`config.mk`:
```
export PLATFORM = sky130hd
export DESIGN_NAME = pair_swizzle_mover
export DESIGN_NICKNAME = d
export VERILOG_FILES = /design/src/rtl/swz_pkg.sv /design/src/rtl/swz_field_decode.sv /design/src/rtl/swz_lane_build.sv /design/src/rtl/swz_out_stage.sv /design/src/rtl/pair_swizzle_mover.sv
export SDC_FILE = /design/constraint.sdc
export NUM_CORES = 1
export LEC_CHECK = 0
export BUFFER_PORTS_ARGS = -buffer_cell sky130_fd_sc_hd__buf_2
export CAP_MARGIN = 20
export CORE_MARGIN = 2
export CORE_UTILIZATION = 38
export DETAILED_ROUTE_END_ITERATION = 10
export PLACE_DENSITY = 0.69
export SYNTH_ARGS = -nofsm -noshare
export SYNTH_HDL_FRONTEND = slang
export SYNTH_SLANG_ARGS = --single-unit
export TNS_END_PERCENT = 5
```
`constraint.sdc`:
```
create_clock -name clk -period 1.68 [get_ports clk]
set_clock_uncertainty 0.15 [all_clocks]
set_input_delay 0.084 -clock clk [delete_from_list [all_inputs] [get_ports clk]]
set_output_delay 0.084 -clock clk [all_outputs]
set_load 0.05 [all_outputs]
```
`src/rtl/swz_pkg.sv`:
```
package swz_pkg;

  localparam int SEL_W     = 3;
  localparam int NUM_LANES = 4;
  localparam int IMM_W     = SEL_W * NUM_LANES;

  localparam logic [SEL_W-1:0] SEL_SKIP = 3'b000;
  localparam logic [SEL_W-1:0] SEL_END  = 3'b001;
  localparam logic [SEL_W-1:0] SEL_ZERO = 3'b010;
  localparam logic [SEL_W-1:0] SEL_ONE  = 3'b011;

  typedef enum logic [1:0] {
    K_SKIP = 2'd0,
    K_ZERO = 2'd1,
    K_ONE  = 2'd2,
    K_COPY = 2'd3
  } lane_kind_e;

  typedef struct packed {
    lane_kind_e  kind;
    logic [1:0]  src;
  } lane_ctl_t;

endpackage

```
`src/rtl/swz_field_decode.sv`:
```
module swz_field_decode
  import swz_pkg::*;
(
  input  logic [IMM_W-1:0]               imm_i,
  output lane_ctl_t [NUM_LANES-1:0]      ctl_o
);

  // ended[i] is set when some lane before i carried the end marker
  logic [NUM_LANES:0] ended;
  assign ended[0] = 1'b0;

  for (genvar i = 0; i < NUM_LANES; i++) begin : g_lane
    logic [SEL_W-1:0] sel;
    logic             is_end;
    lane_ctl_t        ctl;

    // lane 0 (X) occupies the most significant selector field
    assign sel           = imm_i[(NUM_LANES-1-i)*SEL_W +: SEL_W];
    assign is_end        = (sel == SEL_END);
    assign ended[i+1]    = ended[i] | is_end;

    always_comb begin
      ctl.src = sel[1:0];
      if (ended[i] || is_end) begin
        ctl.kind = K_SKIP;
      end else if (sel[SEL_W-1]) begin
        ctl.kind = K_COPY;
      end else begin
        case (sel)
          SEL_ZERO: ctl.kind = K_ZERO;
          SEL_ONE:  ctl.kind = K_ONE;
          default:  ctl.kind = K_SKIP;
        endcase
      end
    end

    assign ctl_o[i] = ctl;
  end

endmodule

```
`src/rtl/swz_lane_build.sv`:
```
module swz_lane_build
  import swz_pkg::*;
#(
  parameter int               LANE_W = 32,
  parameter logic [LANE_W-1:0] FP_ONE  = 32'h3F80_0000,
  parameter logic [LANE_W-1:0] INT_ONE = 32'h0000_0001
) (
  input  lane_ctl_t                           ctl_i,
  input  logic [NUM_LANES-1:0][LANE_W-1:0]    src_lanes_i,
  input  logic [LANE_W-1:0]                   old_lane_i,
  input  logic                                in_place_i,
  input  logic                                is_float_i,
  output logic [LANE_W-1:0]                   val_o,
  output logic                                written_o
);

  always_comb begin
    case (ctl_i.kind)
      K_COPY: begin
        val_o     = src_lanes_i[ctl_i.src];
        written_o = 1'b1;
      end
      K_ZERO: begin
        val_o     = '0;
        written_o = 1'b1;
      end
      K_ONE: begin
        val_o     = is_float_i ? FP_ONE : INT_ONE;
        written_o = 1'b1;
      end
      default: begin
        val_o     = in_place_i ? old_lane_i : '0;
        written_o = 1'b0;
      end
    endcase
  end

endmodule

```
`src/rtl/swz_out_stage.sv`:
```
module swz_out_stage #(
  parameter int DATA_W = 128,
  parameter int WE_W   = 2
) (
  input  logic              clk,
  input  logic              rst,
  input  logic              load_i,
  input  logic [DATA_W-1:0] data_i,
  input  logic [WE_W-1:0]   we_i,
  input  logic              flag_i,
  output logic [DATA_W-1:0] data_o,
  output logic [WE_W-1:0]   we_o,
  output logic              done_o,
  output logic              flag_o
);

  always_ff @(posedge clk) begin
    if (rst) begin
      data_o <= '0;
      we_o   <= '0;
      done_o <= 1'b0;
      flag_o <= 1'b0;
    end else if (load_i) begin
      data_o <= data_i;
      we_o   <= we_i;
      done_o <= 1'b1;
      flag_o <= flag_i;
    end else begin
      we_o   <= '0;
      done_o <= 1'b0;
      flag_o <= 1'b0;
    end
  end

endmodule

```
`src/rtl/pair_swizzle_mover.sv`:
```
module pair_swizzle_mover
  import swz_pkg::*;
#(
  parameter int                LANE_W    = 32,
  parameter int                REG_IDX_W = 5,
  parameter logic [LANE_W-1:0] FP_ONE    = 32'h3F80_0000,
  parameter logic [LANE_W-1:0] INT_ONE   = 32'h0000_0001,
  localparam int               WORD_W    = 2 * LANE_W
) (
  input  logic                 clk,
  input  logic                 rst,
  input  logic                 start_i,
  input  logic                 in_place_i,
  input  logic                 is_float_i,
  input  logic [IMM_W-1:0]     imm_i,
  input  logic [REG_IDX_W-1:0] ra_idx_i,
  input  logic [REG_IDX_W-1:0] rt_idx_i,
  input  logic [WORD_W-1:0]    src_lo_i,
  input  logic [WORD_W-1:0]    src_hi_i,
  input  logic [WORD_W-1:0]    old_lo_i,
  input  logic [WORD_W-1:0]    old_hi_i,
  output logic [WORD_W-1:0]    dst_lo_o,
  output logic [WORD_W-1:0]    dst_hi_o,
  output logic [1:0]           wr_en_o,
  output logic                 done_o,
  output logic                 illegal_o
);

  localparam int PAIR_W = 2 * WORD_W;

  logic [NUM_LANES-1:0][LANE_W-1:0] src_lanes;
  logic [NUM_LANES-1:0][LANE_W-1:0] old_lanes;
  logic [NUM_LANES-1:0][LANE_W-1:0] new_lanes;
  logic [NUM_LANES-1:0]             lane_written;
  lane_ctl_t [NUM_LANES-1:0]        lane_ctl;

  assign src_lanes = {src_hi_i, src_lo_i};
  assign old_lanes = {old_hi_i, old_lo_i};

  swz_field_decode u_decode (
    .imm_i (imm_i),
    .ctl_o (lane_ctl)
  );

  for (genvar i = 0; i < NUM_LANES; i++) begin : g_build
    swz_lane_build #(
      .LANE_W  (LANE_W),
      .FP_ONE  (FP_ONE),
      .INT_ONE (INT_ONE)
    ) u_lane (
      .ctl_i       (lane_ctl[i]),
      .src_lanes_i (src_lanes),
      .old_lane_i  (old_lanes[i]),
      .in_place_i  (in_place_i),
      .is_float_i  (is_float_i),
      .val_o       (new_lanes[i]),
      .written_o   (lane_written[i])
    );
  end

  logic              odd_index;
  logic [1:0]        word_touched;
  logic [1:0]        next_we;
  logic [PAIR_W-1:0] next_pair;

  assign odd_index    = ra_idx_i[0] | rt_idx_i[0];
  assign word_touched = {lane_written[3] | lane_written[2],
                         lane_written[1] | lane_written[0]};

  always_comb begin
    if (odd_index) begin
      next_we   = 2'b00;
      next_pair = {old_hi_i, old_lo_i};
    end else begin
      next_we   = in_place_i ? word_touched : 2'b11;
      next_pair = new_lanes;
    end
  end

  swz_out_stage #(
    .DATA_W (PAIR_W),
    .WE_W   (2)
  ) u_out (
    .clk    (clk),
    .rst    (rst),
    .load_i (start_i),
    .data_i (next_pair),
    .we_i   (next_we),
    .flag_i (odd_index),
    .data_o ({dst_hi_o, dst_lo_o}),
    .we_o   (wr_en_o),
    .done_o (done_o),
    .flag_o (illegal_o)
  );

endmodule

```
==> results.txt, run 1 <==
* Run status: finished clean
* Proportion of synthesized chip area in sequential cells: 0.270
* Total number of vias: 11600
- Clock sink total: 132
- Dividing the detail-routed via count by the number of cells gives 6.28.
* CTS clk-pin slew, worst paths: 70 ps
- The critical path contains buffers and inverters numbering 2 combined.
- Number of standard cells after synthesis: 968
* DP HPWL: 31500 um
- The core region is 0.0253 mm^2.
- Cell area power density: 783 mW/mm^2
- The H-tree was split into 4 levels.
- After clock tree synthesis, the repair step resized 0 gates.
- Cell count after placement: 1677
* Critical Path Slowest Stage Cell: sky130_fd_sc_hd__a2111oi_0
* Final antenna-violating net count: 0
- In the final layout, the share of cells above drive strength 1 is 0.455.
- Max-slew headroom: 0.510
* PortBufs: 406
- The first detailed-routing pass ran for 5 iterations.
- Critical path's top delay family: compound AO/OA/AOI/OAI gates
- In the finished design, the share of the clock period the worst path needs comes to 0.908.
- The floorplan step defined a die boundary enclosing 0.0270 mm^2.
* Count of yosys warnings during synthesis: 0
- Startpoint type of the worst setup path: input port
* Maximum operating frequency: 656 MHz
- Final period demand of the worst path: 1530 ps
- Critical Path Sink Type: flop
* Cell Count, Final, Fillers Out: 1844
* Cells traversed along the worst timing path: buf_2, nor3b_1, o31a_2, buf_12, a221oi_1, a2111oi_0
* Capture instance of the worst register-to-register path: u_out.data_o[87]
* Wire length on met3: 4990 um
- Setup violations remaining at the end of the flow were counted as 0.
- GPL Wtd Cong: 0.968
- TritonCTS built the clock tree.
- Number of flops mapped to enable cells by yosys: 0
* Classification of the worst setup path: input port to flop
- The longest clock path from root to sink contains 2 buffers.
- After synthesis the netlist holds a flip-flop and latch count of 132.
- Clock tree root driver cell: sky130_fd_sc_hd__clkbuf_16
- Post-CTS timing repair inserted 0 buffers for setup.
- Horizontal die dimension: 164 um
* Setup repair after global routing missed its margin: no
* Detail Route met2 WL: 20800 um
- The initial antenna violation count came to 6.
* Drt wl/cell: 24.4 um
- Layout overhead on the synthesized area: 49.0%
* Post-layout nets: 1779
- The worst register-to-register path has a depth of 3.
- Crit path from: imm_i[6]
* Chip height: 164 um
* Peak ir drop on the vdd network: 0.465 mV
- The most used flip-flop cell after synthesis is sky130_fd_sc_hd__dfxtp_1.
- STA puts the critical path data required time at 1800 ps.
- Final core occ: 0.577
- The layout has 2175 filler cells.
- Worst Path Arrival: 1640 ps
* Global-route wire length before repair: 65800 um
* Total congestion overflow: 0
- In this run the most critical hold path is launched from old_lo_i[39].
* Maximum number of pins on one net before global-route repair: 95
- In this run the static leakage power is 6.22 nW.
- Iteration-0 DRC Markers: 1184
- After synthesis, the mean cell area works out to 10.1 um^2.
- The initialized floorplan defines 58 standard-cell rows.
* Synth async-reset ratio: 0
- Routed length on met1: 17100 um
- The number of pins exceeding their max-slew limit in the final report is 0.
- Top Metal Used: met5
- In this run the worst hold path is classified as input port to flop.
- Number of cells on the worst hold path: 4
- Clock latency on the worst-skew pair, taken at its later pin, is 430 ps.
* Number of hold-slack violations in the final timing report: 0
- Boundary Pins: 415
- In this run the critical register-to-register path is launched from u_out.data_o[87].
- Total global-route track usage: 0.324
- For the pin with the worst max-slew slack, the measured transition is 716 ps.
- Overall power after layout: 11.4 mW
- Worst Hold Path EP: u_out.data_o[39]
- Across the run, the number of max-cap violations was 0.
- The synthesized netlist contains 51 unique library cells.
- Syn_nets: 1251
- Combined area of all synthesized cells: 0.00978 mm^2
* Inserted Clock Buffers: 17
* Number of global-route vias before repair: 11300
* Crit path largest cell delay: 460 ps
- For flop-to-flop paths, the worst setup slack is 370 ps.
* Sum of routed wire length over all layers: 45000 um
* Top fanout value on the critical path: 22
* Post-detailed-route DRC marker count: 0
* Initial standard-cell utilization of the core: 0.387
- After routing the design area is 0.0146 mm^2.
* Hold buffers post-CTS: 130
- In this run the cell area measured after placement is 0.0127 mm^2.
-- layer usage --
metal | track usage | up-vias
li1 | - | 4998
met1 | 0.416 | 5519
met2 | 0.517 | 901
met3 | 0.0768 | 165
met4 | 0.157 | 2
met5 | 0 | -
-- cell usage in the layout (no fill, tap or decap), drive strengths merged, types with 4 or more instances in the layout --
master	synthesis	final
and3	11	11
nand2	27	27
nor4	5	5
a21o	37	37
a21oi	14	14
clkinvlp	0	4
dfxtp	132	132
inv	2	7
clkbuf	65	17
dlygate4sd3	0	130
a31oi	6	6
diode	0	6
clkinv	1	4
nor3	27	27
a211oi	40	40
a2111oi	31	31
nor2	159	159
o21ai	43	43
a22oi	26	26
mux2i	11	11
mux4	120	120
a221oi	63	63
o21a	8	8
buf	53	497
nand3	26	26
a311oi	25	25
-- cells by family after synthesis --
logic type             count (synthesis)  share of synthesized area
AOI/OAI and AO/OA                    306                      0.254
and+or+nand+nor                      275                      0.125
muxes                                134                      0.291
DFF                                  132                      0.270
buffers and inverters                121                     0.0595
-- layout make-up --
type | count | area [um^2] | area share
Antenna cell | 6 | 15.0 | 0.00103
Clock buffer | 17 | 425 | 0.0292
Clock inverter | 14 | 153 | 0.0105
Inverter | 3 | 11.3 | 0.000773
Multi-Input combinational cell | 715 | 6560 | 0.450
Sequential cell | 132 | 2640 | 0.181
Tap cell | 330 | 413 | 0.0283
Timing Repair Buffer | 627 | 4350 | 0.299
-- how the worst max path moves through the flow --
| stage | endpoint | slack [ps] | depth (start not counted) |
|---|---|---|---|
| floorplan | u_out.data_o[94] | -20 | 7 |
| global placement | u_out.data_o[96] | -170 | 7 |
| detailed placement | u_out.data_o[109] | -210 | 6 |
| CTS | u_out.data_o[113] | 250 | 6 |
| global route | u_out.data_o[87] | 80 | 6 |
| finish | u_out.data_o[87] | 150 | 6 |
-- state kept, by name (all words and copies together) (netlist names) --
register,cells
u_out.done_o,1
u_out.flag_o,1
u_out.data_o,128
u_out.we_o,2
-- tightest hold or removal path, cell delays in order --
cell	delay [ps]
sky130_fd_sc_hd__buf_2	110
sky130_fd_sc_hd__a22oi_1	150
sky130_fd_sc_hd__buf_4	150
sky130_fd_sc_hd__a211oi_1	60
-- power breakdown --
part	internal, mW	switching [mW]
logic	1.63	2.36
registers	3.37	0.148
clock network	2.20	1.70
-- per-stage QoR --
stage	setup WS, ps	TNS (ps)	hold slack (ps)
after global placement	-169	-7540	164
after CTS	250	0	7.77
after global routing	84.7	0	50.2
after detailed placement	-211	-10740	173
final	155	0	37.8
after floorplan	-15.8	-240	25.8
-- cell usage after synthesis, types with 4 or more instances --
master	number	area (um^2)
sky130_fd_sc_hd__nor2_1	159	597
sky130_fd_sc_hd__buf_2	30	150
sky130_fd_sc_hd__clkbuf_1	65	244
sky130_fd_sc_hd__a2111oi_1	4	40.0
sky130_fd_sc_hd__o21ai_0	18	90.1
sky130_fd_sc_hd__a31oi_1	6	37.5
sky130_fd_sc_hd__nor4_1	5	31.3
sky130_fd_sc_hd__buf_6	7	78.8
sky130_fd_sc_hd__buf_4	10	75.1
sky130_fd_sc_hd__nand3_1	26	130
sky130_fd_sc_hd__mux2i_1	11	110
sky130_fd_sc_hd__dfxtp_1	132	2640
sky130_fd_sc_hd__a221oi_2	20	300
sky130_fd_sc_hd__a21oi_1	14	70.1
sky130_fd_sc_hd__a2111oi_0	27	236
sky130_fd_sc_hd__a21o_1	37	278
sky130_fd_sc_hd__o21ai_1	25	125
sky130_fd_sc_hd__a221oi_1	43	377
sky130_fd_sc_hd__mux4_2	120	2700
sky130_fd_sc_hd__buf_1	6	22.5
sky130_fd_sc_hd__and3_1	11	68.8
sky130_fd_sc_hd__a211oi_1	40	300
sky130_fd_sc_hd__a311oi_1	22	193
sky130_fd_sc_hd__nor3_1	27	135
sky130_fd_sc_hd__o21a_1	8	60.1
sky130_fd_sc_hd__nand2_1	27	101
sky130_fd_sc_hd__a22oi_1	26	195
Power figures use the tool's default switching activity.
==> run 2, diff against run 1 <==
- ABC_AREA: unset -> 1
- PLACE_DENSITY: 0.69 -> 0.68
==> run 2 against run 1 <==
The run now ends with negative hold slack left. Design area up 7.0%. Largest power group unchanged. Non-clock buffer count up 72. Worst hold slack worse by 54 ps. Global-route usage up 6.5 points.
==> results.txt, run 2 <==
* Biggest registers after layout: u_out.data_o (128), u_out.we_o (2)
* Horizontal die dimension: 168 um (+2.0%)
- The buffer count from post-CTS setup fixing is 0 (unchanged).
- The count of synthesis-stage warnings from yosys came to 0 (unchanged).
- The CTS buffer count is 17 (unchanged).
- The number of synthesized register bits came to 132 (unchanged).
* Post-Route Hold Slack: -16.6 ps (-54.4 ps)
- H-tree depth reported by CTS: 4 (unchanged)
- Crit path largest cell delay: 550 ps (+90 ps)
* Number of global-route vias before repair: 14700 (+30%)
- The worst hold path belongs to the class input port to flop.
* CORE AREA: 0.0262 mm^2 (+3.8%)
- Largest reg by FF count: u_out.data_o
* Worst path setup slack after routing: 1.78 ps (-153 ps)
- The net count of the mapped netlist came to 2050 (+64%).
- The area of the mapped netlist is 0.0102 mm^2 (+4.2%).
- Worst-Skew Late Latency: 440 ps (about the same)
- The post-layout minimum cycle time is 1680 ps (+153 ps).
* Drt wl/cell: 21.1 um (-14%)
- The number of pins exceeding their max-slew limit in the final report came to 0 (unchanged).
* Fraction of synthesized cell area taken by the top area cell type: 0.259 (-0.0171)
- The fmax came to 596 MHz (-9.1%).
* Number of antenna violations at the first check in global routing: 11 (+5)
- Layout overhead on the synthesized area: 53.0%
* Area of all placed cells without fillers: 0.0156 mm^2 (+7.0%)
- The area after detailed placement is 0.0133 mm^2 (+5.0%).
- The worst hold path begins at src_lo_i[37].
* Total congestion overflow: 0 (unchanged)
- Cell row count: 59 (+1.7%)
* Clock tree root driver cell: sky130_fd_sc_hd__clkbuf_16
- Vias per Instance: 5.72 (-9.0%)
- The share of the core filled with cells in the final layout was 0.595 (+0.0179).
- The fraction of final layout cells with drive strength greater than 1 came to 0.258 (-0.197).
- Cells traversed along the worst timing path: buf_2, buf_12, nor2_2, inv_1, buf_12, o221ai_1, o21ai_1, dlygate4sd3_1, o21ai_0, inv_1
* Fill cell instance count of the final layout: 2559 (+18%)
- Synth async-reset ratio: 0 (unchanged)
- Total negative slack: 0 ps (unchanged)
- GPL Wtd Cong: 1.01 (+4.1%)
- The setup path with the least slack is of type input port to flop.
- Initial standard-cell utilization of the core: 0.389 (+0.00174)
- The clock-pin slew reported for the worst setup and hold paths after clock tree synthesis is 70 ps (about the same).
- The final reports fail on negative hold slack.
* CTS tree: yes
* Commonest cells after routing, fill and taps aside: sky130_fd_sc_hd__nand2_1 (454), sky130_fd_sc_hd__buf_2 (403), sky130_fd_sc_hd__a21oi_1 (242)
* Worst slack at placement: -201 ps (+9.39 ps)
* Max reg flops: 128 (unchanged)
* Clock sink total: 132 (unchanged)
- Total number of vias: 15500 (+34%)
- The number of enable-type register cells in the synthesized netlist came to 0 (unchanged).
- Required time of the worst setup path: 1870 ps (+70 ps)
* Worst Path Arrival: 1860 ps (+220 ps)
* Setup repair after global routing missed its margin: yes
* Leakage power figure: 7.66 nW (+23%)
- Max-cap check violation count: 0 (unchanged)
* Max-slew headroom: 0.608 (+0.0978)
- Total Die Area: 0.0281 mm^2 (+4.1%)
* Pin slew with the least headroom to its limit: 583 ps (-133 ps)
- Leaving out fill and tap cells, the most frequent cell in the layout is sky130_fd_sc_hd__nand2_1.
- Proportion of synthesized chip area in sequential cells: 0.259 (-0.0110)
* Most area-hungry cell type in the Yosys netlist: sky130_fd_sc_hd__dfxtp_1
- Cell count after placement: 2497 (+49%)
- The final setup violation count came to 0 (unchanged).
* Critical Path Slowest Stage Cell: sky130_fd_sc_hd__dlygate4sd3_1
- The share of the clock period used by the worst path came to 0.999 (+0.0910).
- The detailed-router iteration count before antenna repair was 6 (+1).
* Largest buffer count on any clock path: 2 (unchanged)
* Crit path from: imm_i[9]
- Chip height: 168 um (+2.0%)
* Critical path's top delay family: buffers and inverters
* Peak ir drop on the vdd network: 0.621 mV (+34%)
- Cell area power density: 747 mW/mm^2 (-4.6%)
- The post-detailed-routing wire length was 56900 um (+27%).
- The violation count after the first detailed-route iteration came to 1692 (+43%).
- Mean instance size in the synthesized netlist: 5.77 um^2 (-43%)
- Yosys attributes the largest share of cell area to sky130_fd_sc_hd__dfxtp_1 (26%), sky130_fd_sc_hd__nand2_1 (17%), sky130_fd_sc_hd__a21oi_1 (12%), sky130_fd_sc_hd__nor2_1 (7.1%), sky130_fd_sc_hd__o21ai_0 (5.5%).
- Boundary Pins: 415 (unchanged)
- The all-layer global routing usage came to 0.389 (+0.0650).
- Run status: finished, violations left
- Post-detailed-route DRC marker count: 0 (unchanged)
- The overall power after layout is 11.6 mW (+2.1%).
- Global-route wire length before repair: 84700 um (+29%)
- The post-detailed-route count of antenna-violating nets came to 0 (unchanged).
* DP HPWL: 41800 um (+33%)
* Startpoint type of the worst setup path: input port
* Top fanout value on the critical path: 15 (-32%)
- Number of standard cells after synthesis: 1767 (+83%)
* Number of distinct library cell variants in the gate-level netlist after synthesis: 36 (-29%)
- STA classifies the critical path endpoint as a flop.
- The hold violation total from the final report was 1 (+1).
- The final non-filler cell total came to 2704 (+47%).
* PortBufs: 406 (unchanged)
- The pin count of the biggest net entering global routing was 116 (+22%).
- Worst Path Buf+Inv: 6 (+4)
- Commonest cells in the synthesized netlist: sky130_fd_sc_hd__nand2_1 (455), sky130_fd_sc_hd__a21oi_1 (243), sky130_fd_sc_hd__nor2_1 (192)
* Post-layout nets: 2629 (+48%)
- Most used flip-flop cell after synthesis: sky130_fd_sc_hd__dfxtp_1
- The area taken by flip-flops and latches came to 0.00264 mm^2 (unchanged).
- Area of combinational cells with multiple inputs: 0.00641 mm^2 (-2.3%)
- Among all cell types in the netlist, the one instantiated most often is sky130_fd_sc_hd__nand2_1.
- The worst register-to-register path begins at u_out.data_o[0].
run 2: layer usage:
layer	vias to the layer above	track usage	routed length [um]
li1	7128	-	-
met1	7088	0.462	21100
met2	1018	0.655	26400
met3	229	0.0722	5620
met4	4	0.238	3790
met5	-	0	21
run 2: logic make-up (layout without fill, tap and decap cells):
| group | Yosys count | after routing | share of synthesized area |
|---|---|---|---|
| compound gates | 554 | 554 | 0.308 |
| buf+inv | 285 | 877 | 0.113 |
| flops | 132 | 132 | 0.259 |
| other cells | 0 | 10 | 0 |
| simple gates | 796 | 796 | 0.320 |
run 2: cell type report:
class                      instances  area share
multi-input combinational       1350       0.411
timing repair buffer             699       0.318
sequential                       132       0.169
inverter                         146      0.0355
clock buffer                      20      0.0299
tap                              335      0.0269
clock inverter                    12     0.00706
antenna                           10     0.00160
run 2: worst reg2reg max path, delay by kind of cell (launching register included):
family | cells | cell delay, ps
AO/OA/AOI/OAI | 2 | 190
buffers and inverters | 1 | 550
flip-flops | 1 | 320
run 2: what timing repair did:
| item | CTS | global route |
|---|---|---|
| endpoints found under the hold margin | 129 | 0 |
| setup endpoints to repair | 0 | 10 |
| gates resized for setup | 0 | 10 |
| hold buffers | 167 | 0 |
run 2: where the power goes:
part | internal (mW) | total [mW] | switching (mW)
sequential | 3.35 | 3.47 | 0.121
combinational | 1.53 | 4.33 | 2.80
clock | 2.06 | 3.84 | 1.78
total | 6.95 | 11.6 | 4.70
run 2: final timing paths:
check | to | slack (ps) | depth (start not counted)
worst max-delay path | u_out.data_o[6] | 2 | 10
worst max register to register | u_out.data_o[0] | 350 | 3
worst min register to register | u_out.data_o[123] | 310 | 2
worst min-delay path | u_out.data_o[5] | -20 | 5
==> run 3, diff against run 2 <==
- PLACE_DENSITY: 0.68 -> unset
- SETUP_SLACK_MARGIN: unset -> 0.05
- SYNTH_HIERARCHICAL: unset -> 1
==> run 3 against run 2 <==
The flow now finishes without violations. Routed wire length rose by 14%. Critical path depth rose by 6. Design area rose by 19%. Register-to-register slack improved by 540 ps. Synthesized cell count rose by 59%. Critical path type unchanged. Critical endpoint is now u_out/data_o[102]. Largest power group unchanged.
==> results.txt, run 3 <==
- The max-capacitance violation count was 0 (unchanged).
- Traced cell by cell, the critical path runs through buf_2, inv_1, nand3_4, nand3_2, nor2_2, nand2_1, inv_2, buf_12, nand3_1, nand2_1, nand2_1, nand2_1, inv_1, nand2_1, nand2_1, nor2_1.
- Clock sink total: 132 (unchanged)
- The buffering stage count on the worst path with inverters included came to 5 (-1).
- Total congestion overflow: 0 (unchanged)
- Peak ir drop on the vdd network: 0.765 mV (+23%)
- Top fanout value on the critical path: 18 (+3)
- The path class of the tightest hold or removal check is input port to flop.
- Detail Route met2 WL: 28100 um (+6.5%)
- Fraction of synthesized cell area taken by the top area cell type: 0.399 (+0.140)
- Combinational fraction of design power: 0.406 (+0.034)
- R2R depth: 2 (-1)
- Final core occ: 0.510 (-0.0853)
- The area of the placeable core came to 0.0363 mm^2 (+38%).
- The I/O pin count was 415 (unchanged).
* Wire length on met3: 5810 um (+3.4%)
- Share of post-route cells with drive strength above 1: 0.176 (-0.0821)
- Signal routing reaches up to met5.
* Classification of the worst setup path: input port to flop
- Worst path setup slack after routing: 135 ps (+133 ps)
* Run status: finished clean
- Dominant cell by count in the synthesized netlist: sky130_fd_sc_hd__nand2_1
- The transition time at the pin with the least slew margin came to 569 ps (-13.0 ps).
- Worst slack at placement: -350 ps (-149 ps)
- Count of endpoints failing setup in the final report: 0 (unchanged)
* Critical Path Sink Type: flop
- The biggest cell delay along the critical path was 220 ps (-330 ps).
- The clock-pin slew reported for the worst setup and hold paths after clock tree synthesis came to 70 ps (about the same).
- The sum of negative setup slack was 0 ps (unchanged).
- Horizontal die dimension: 195 um (+16%)
- Compared with the post-synthesis result, the final layout area differs by 33.1%.
* Sum of routed wire length over all layers: 64900 um (+14%)
- Register bit total from synthesis: 132 (unchanged)
* Number of antenna violations at the first check in global routing: 16 (+5)
- The number of nets at the end of the flow is 3565 (+36%).
- Proportion of power drawn by the clock network: 0.315 (-0.015)
- Internal power: 7.28 mW (+4.8%)
- First-pass detailed-route iteration total: 6 (unchanged)
* Maximum number of pins on one net before global-route repair: 107 (-7.8%)
* Worst-Skew Late Latency: 450 ps (about the same)
- Number of cells on the worst hold path: 9 (+4)
- Number of global-route vias before repair: 16600 (+13%)
- Setup repair after global routing could not meet its margin everywhere.
- Biggest registers after layout: u_out/data_o (128), u_out/we_o (2)
- Final period demand of the worst path: 1550 ps (-133 ps)
- The area of the mapped netlist was 0.0139 mm^2 (+36%).
- The number of buffer cells added on primary ports came to 406 (unchanged).
- The violation count after the first detailed-route iteration was 1553 (-8.2%).
- The count of synthesis-stage warnings from yosys was 6 (+6).
* Total Die Area: 0.0381 mm^2 (+35%)
* Maximum operating frequency: 647 MHz (+8.6%)
- Leaving out fill and tap cells, the most frequent cells in the layout are sky130_fd_sc_hd__nand2_1 (1476), sky130_fd_sc_hd__buf_2 (405), sky130_fd_sc_hd__nand3_1 (356).
* Cell area power density: 676 mW/mm^2 (-9.5%)
* CTS tree: yes
- The instance count of the mapped netlist came to 2807 (+59%).
* Final antenna-violating net count: 0 (unchanged)
- Area of all placed cells without fillers: 0.0185 mm^2 (+19%)
* Initial standard-cell utilization of the core: 0.383 (-0.00607)
- Worst Path Arrival: 1780 ps (-80 ps)
- Synth async-reset ratio: 0 (unchanged)
- The post-detailed-route via-to-cell ratio is 4.91 (-14%).
* Commonest cells in the synthesized netlist: sky130_fd_sc_hd__nand2_1 (1477), sky130_fd_sc_hd__nand3_1 (356), sky130_fd_sc_hd__inv_1 (317)
- The sequential power share came to 0.279 (-0.019).
* DP HPWL: 47300 um (+13%)
* Largest reg by FF count: u_out/data_o
- Clock tree root driver cell: sky130_fd_sc_hd__clkbuf_16
* Drt wl/cell: 17.2 um (-18%)
* Post-placement cell area: 0.0164 mm^2 (+23%)
* Total global-route track usage: 0.331 (-0.0584)
- The net switching power is 5.21 mW (+11%).
- Commonest non-fill, non-tap cell in the layout: sky130_fd_sc_hd__nand2_1
- Most area-hungry cell type in the Yosys netlist: sky130_fd_sc_hd__nand2_1
- The required time of the critical path is 1920 ps (+50 ps).
- Most used flip-flop cell after synthesis: sky130_fd_sc_hd__dfxtp_1
* Number of distinct library cell variants in the gate-level netlist after synthesis: 19 (-47%)
* Max-slew headroom: 0.620 (+0.0122)
- For this design, the slowest cell found on the critical path is sky130_fd_sc_hd__nand3_1.
- Final cycle utilization of the critical path: 0.920 (-0.0790)
- Total number of vias: 18600 (+20%)
- Chip height: 195 um (+16%)
- Sorting the synthesized cells by area gives the leading types as sky130_fd_sc_hd__nand2_1 (40%), sky130_fd_sc_hd__dfxtp_1 (19%), sky130_fd_sc_hd__nand3_1 (13%), sky130_fd_sc_hd__inv_1 (8.6%), sky130_fd_sc_hd__nor2_1 (7.2%).
- Syn_nets: 3090 (+51%)
* Number of flops mapped to enable cells by yosys: 0 (unchanged)
* Critical path's top delay family: simple AND/OR/NAND/NOR gates
- Routed length on met1: 29100 um (+38%)
* Post-detailed-route DRC marker count: 0 (unchanged)
- H-tree depth reported by CTS: 4 (unchanged)
- Startpoint type of the worst setup path: input port
- Cell row count: 70 (+19%)
- Inserted Clock Buffers: 17 (unchanged)
* Overall power after layout: 12.5 mW (+7.3%)
- Final max-slew violation count: 0 (unchanged)
- Fraction of power spent switching nets: 0.417 (+0.0137)
- The sequential fraction of the synthesis area is 0.190 (-0.0689).
- The average instance area after synthesis is 4.95 um^2 (-14%).
- The cell count along the critical path was 16 (+6).
- Leakage power figure: 11.2 nW (+46%)
- The hold violation total from the final report is 0 (-1).
- The first-pass GRT wire length was 97600 um (+15%).
* Max reg flops: 128 (unchanged)
- Largest buffer count on any clock path: 2 (unchanged)
- Library cell appearing most often on the critical path: sky130_fd_sc_hd__nand2_1
- GPL Wtd Cong: 0.989 (-1.8%)
[run 3: changes by cell type after synthesis, moves of 39 or more]
cell                       previous run  this run
sky130_fd_sc_hd__a21oi_1            243         6
sky130_fd_sc_hd__a31oi_1             44         0
sky130_fd_sc_hd__buf_2               27        68
sky130_fd_sc_hd__clkbuf_1            82        43
sky130_fd_sc_hd__inv_1              132       317
sky130_fd_sc_hd__nand2_1            455      1477
sky130_fd_sc_hd__nand3_1            110       356
sky130_fd_sc_hd__nor2_1             192       267
sky130_fd_sc_hd__o211ai_1            52         0
sky130_fd_sc_hd__o21ai_0            112        34
sky130_fd_sc_hd__o22ai_1             66         0
[run 3: per-layer routing]
metal	GRT usage	vias up
met5	0	-
met4	0.116	6
met3	0.0615	99
met2	0.509	835
met1	0.462	8295
li1	-	9322
[run 3: stage by stage]
step	std cells	hold slack [ps]
after detailed placement	3593	311
after global placement	3593	301
after CTS	3756	58.5
after floorplan	2807	102
after global routing	3774	129
final	3779	88.1
[run 3: cells by family (layout without fill, tap and decap cells)]
logic type	count (synthesis)	count (layout)	synth area share
simple gates	2125	2125	0.616
compound gates	40	40	0.0144
other cells	0	16	0
flops	132	132	0.190
buf+inv	510	998	0.179
[run 3: timing repair]
item / 4_1_cts / 5_1_grt
gates resized for setup: 0 / 22
hold buffers: 131 / 0
endpoints found under the hold margin: 129 / 0
buffers inserted: 0 / 4
endpoints found under the setup margin: 0 / 91
[run 3: power by group through the flow]
stage	sequential, mW	clock (mW)	combinational [mW]
detailed placement	3.55	0	4.66
floorplan	4.33	0	2.29
global placement	3.54	0	4.63
global route	3.51	4.13	5.54
CTS	3.48	3.98	4.92
finish	3.48	3.94	5.08
[run 3: final timing paths]
kind	startpoint	end	slack, ps
worst max-delay path	imm_i[11]	u_out/data_o[102]	130
worst min-delay path	rt_idx_i[0]	u_out/data_o[22]	90
worst max register to register	u_out/data_o[95]	u_out/data_o[95]	890
worst min register to register	u_out/data_o[29]	u_out/data_o[29]	320
[run 3: layout make-up]
cell class	count	area [um^2]
antenna	16	40.0
clock buffer	18	429
clock inverter	14	153
fill	3993	17800
inverter	323	1220
multi-input combinational	2165	8790
sequential	132	2640
tap	468	586
timing repair buffer	643	4620
[run 3: worst min-delay path: cells and delay by family]
family                 cells  cell delay [ps]
AND/OR/NAND/NOR            6              320
buffers and inverters      3              230
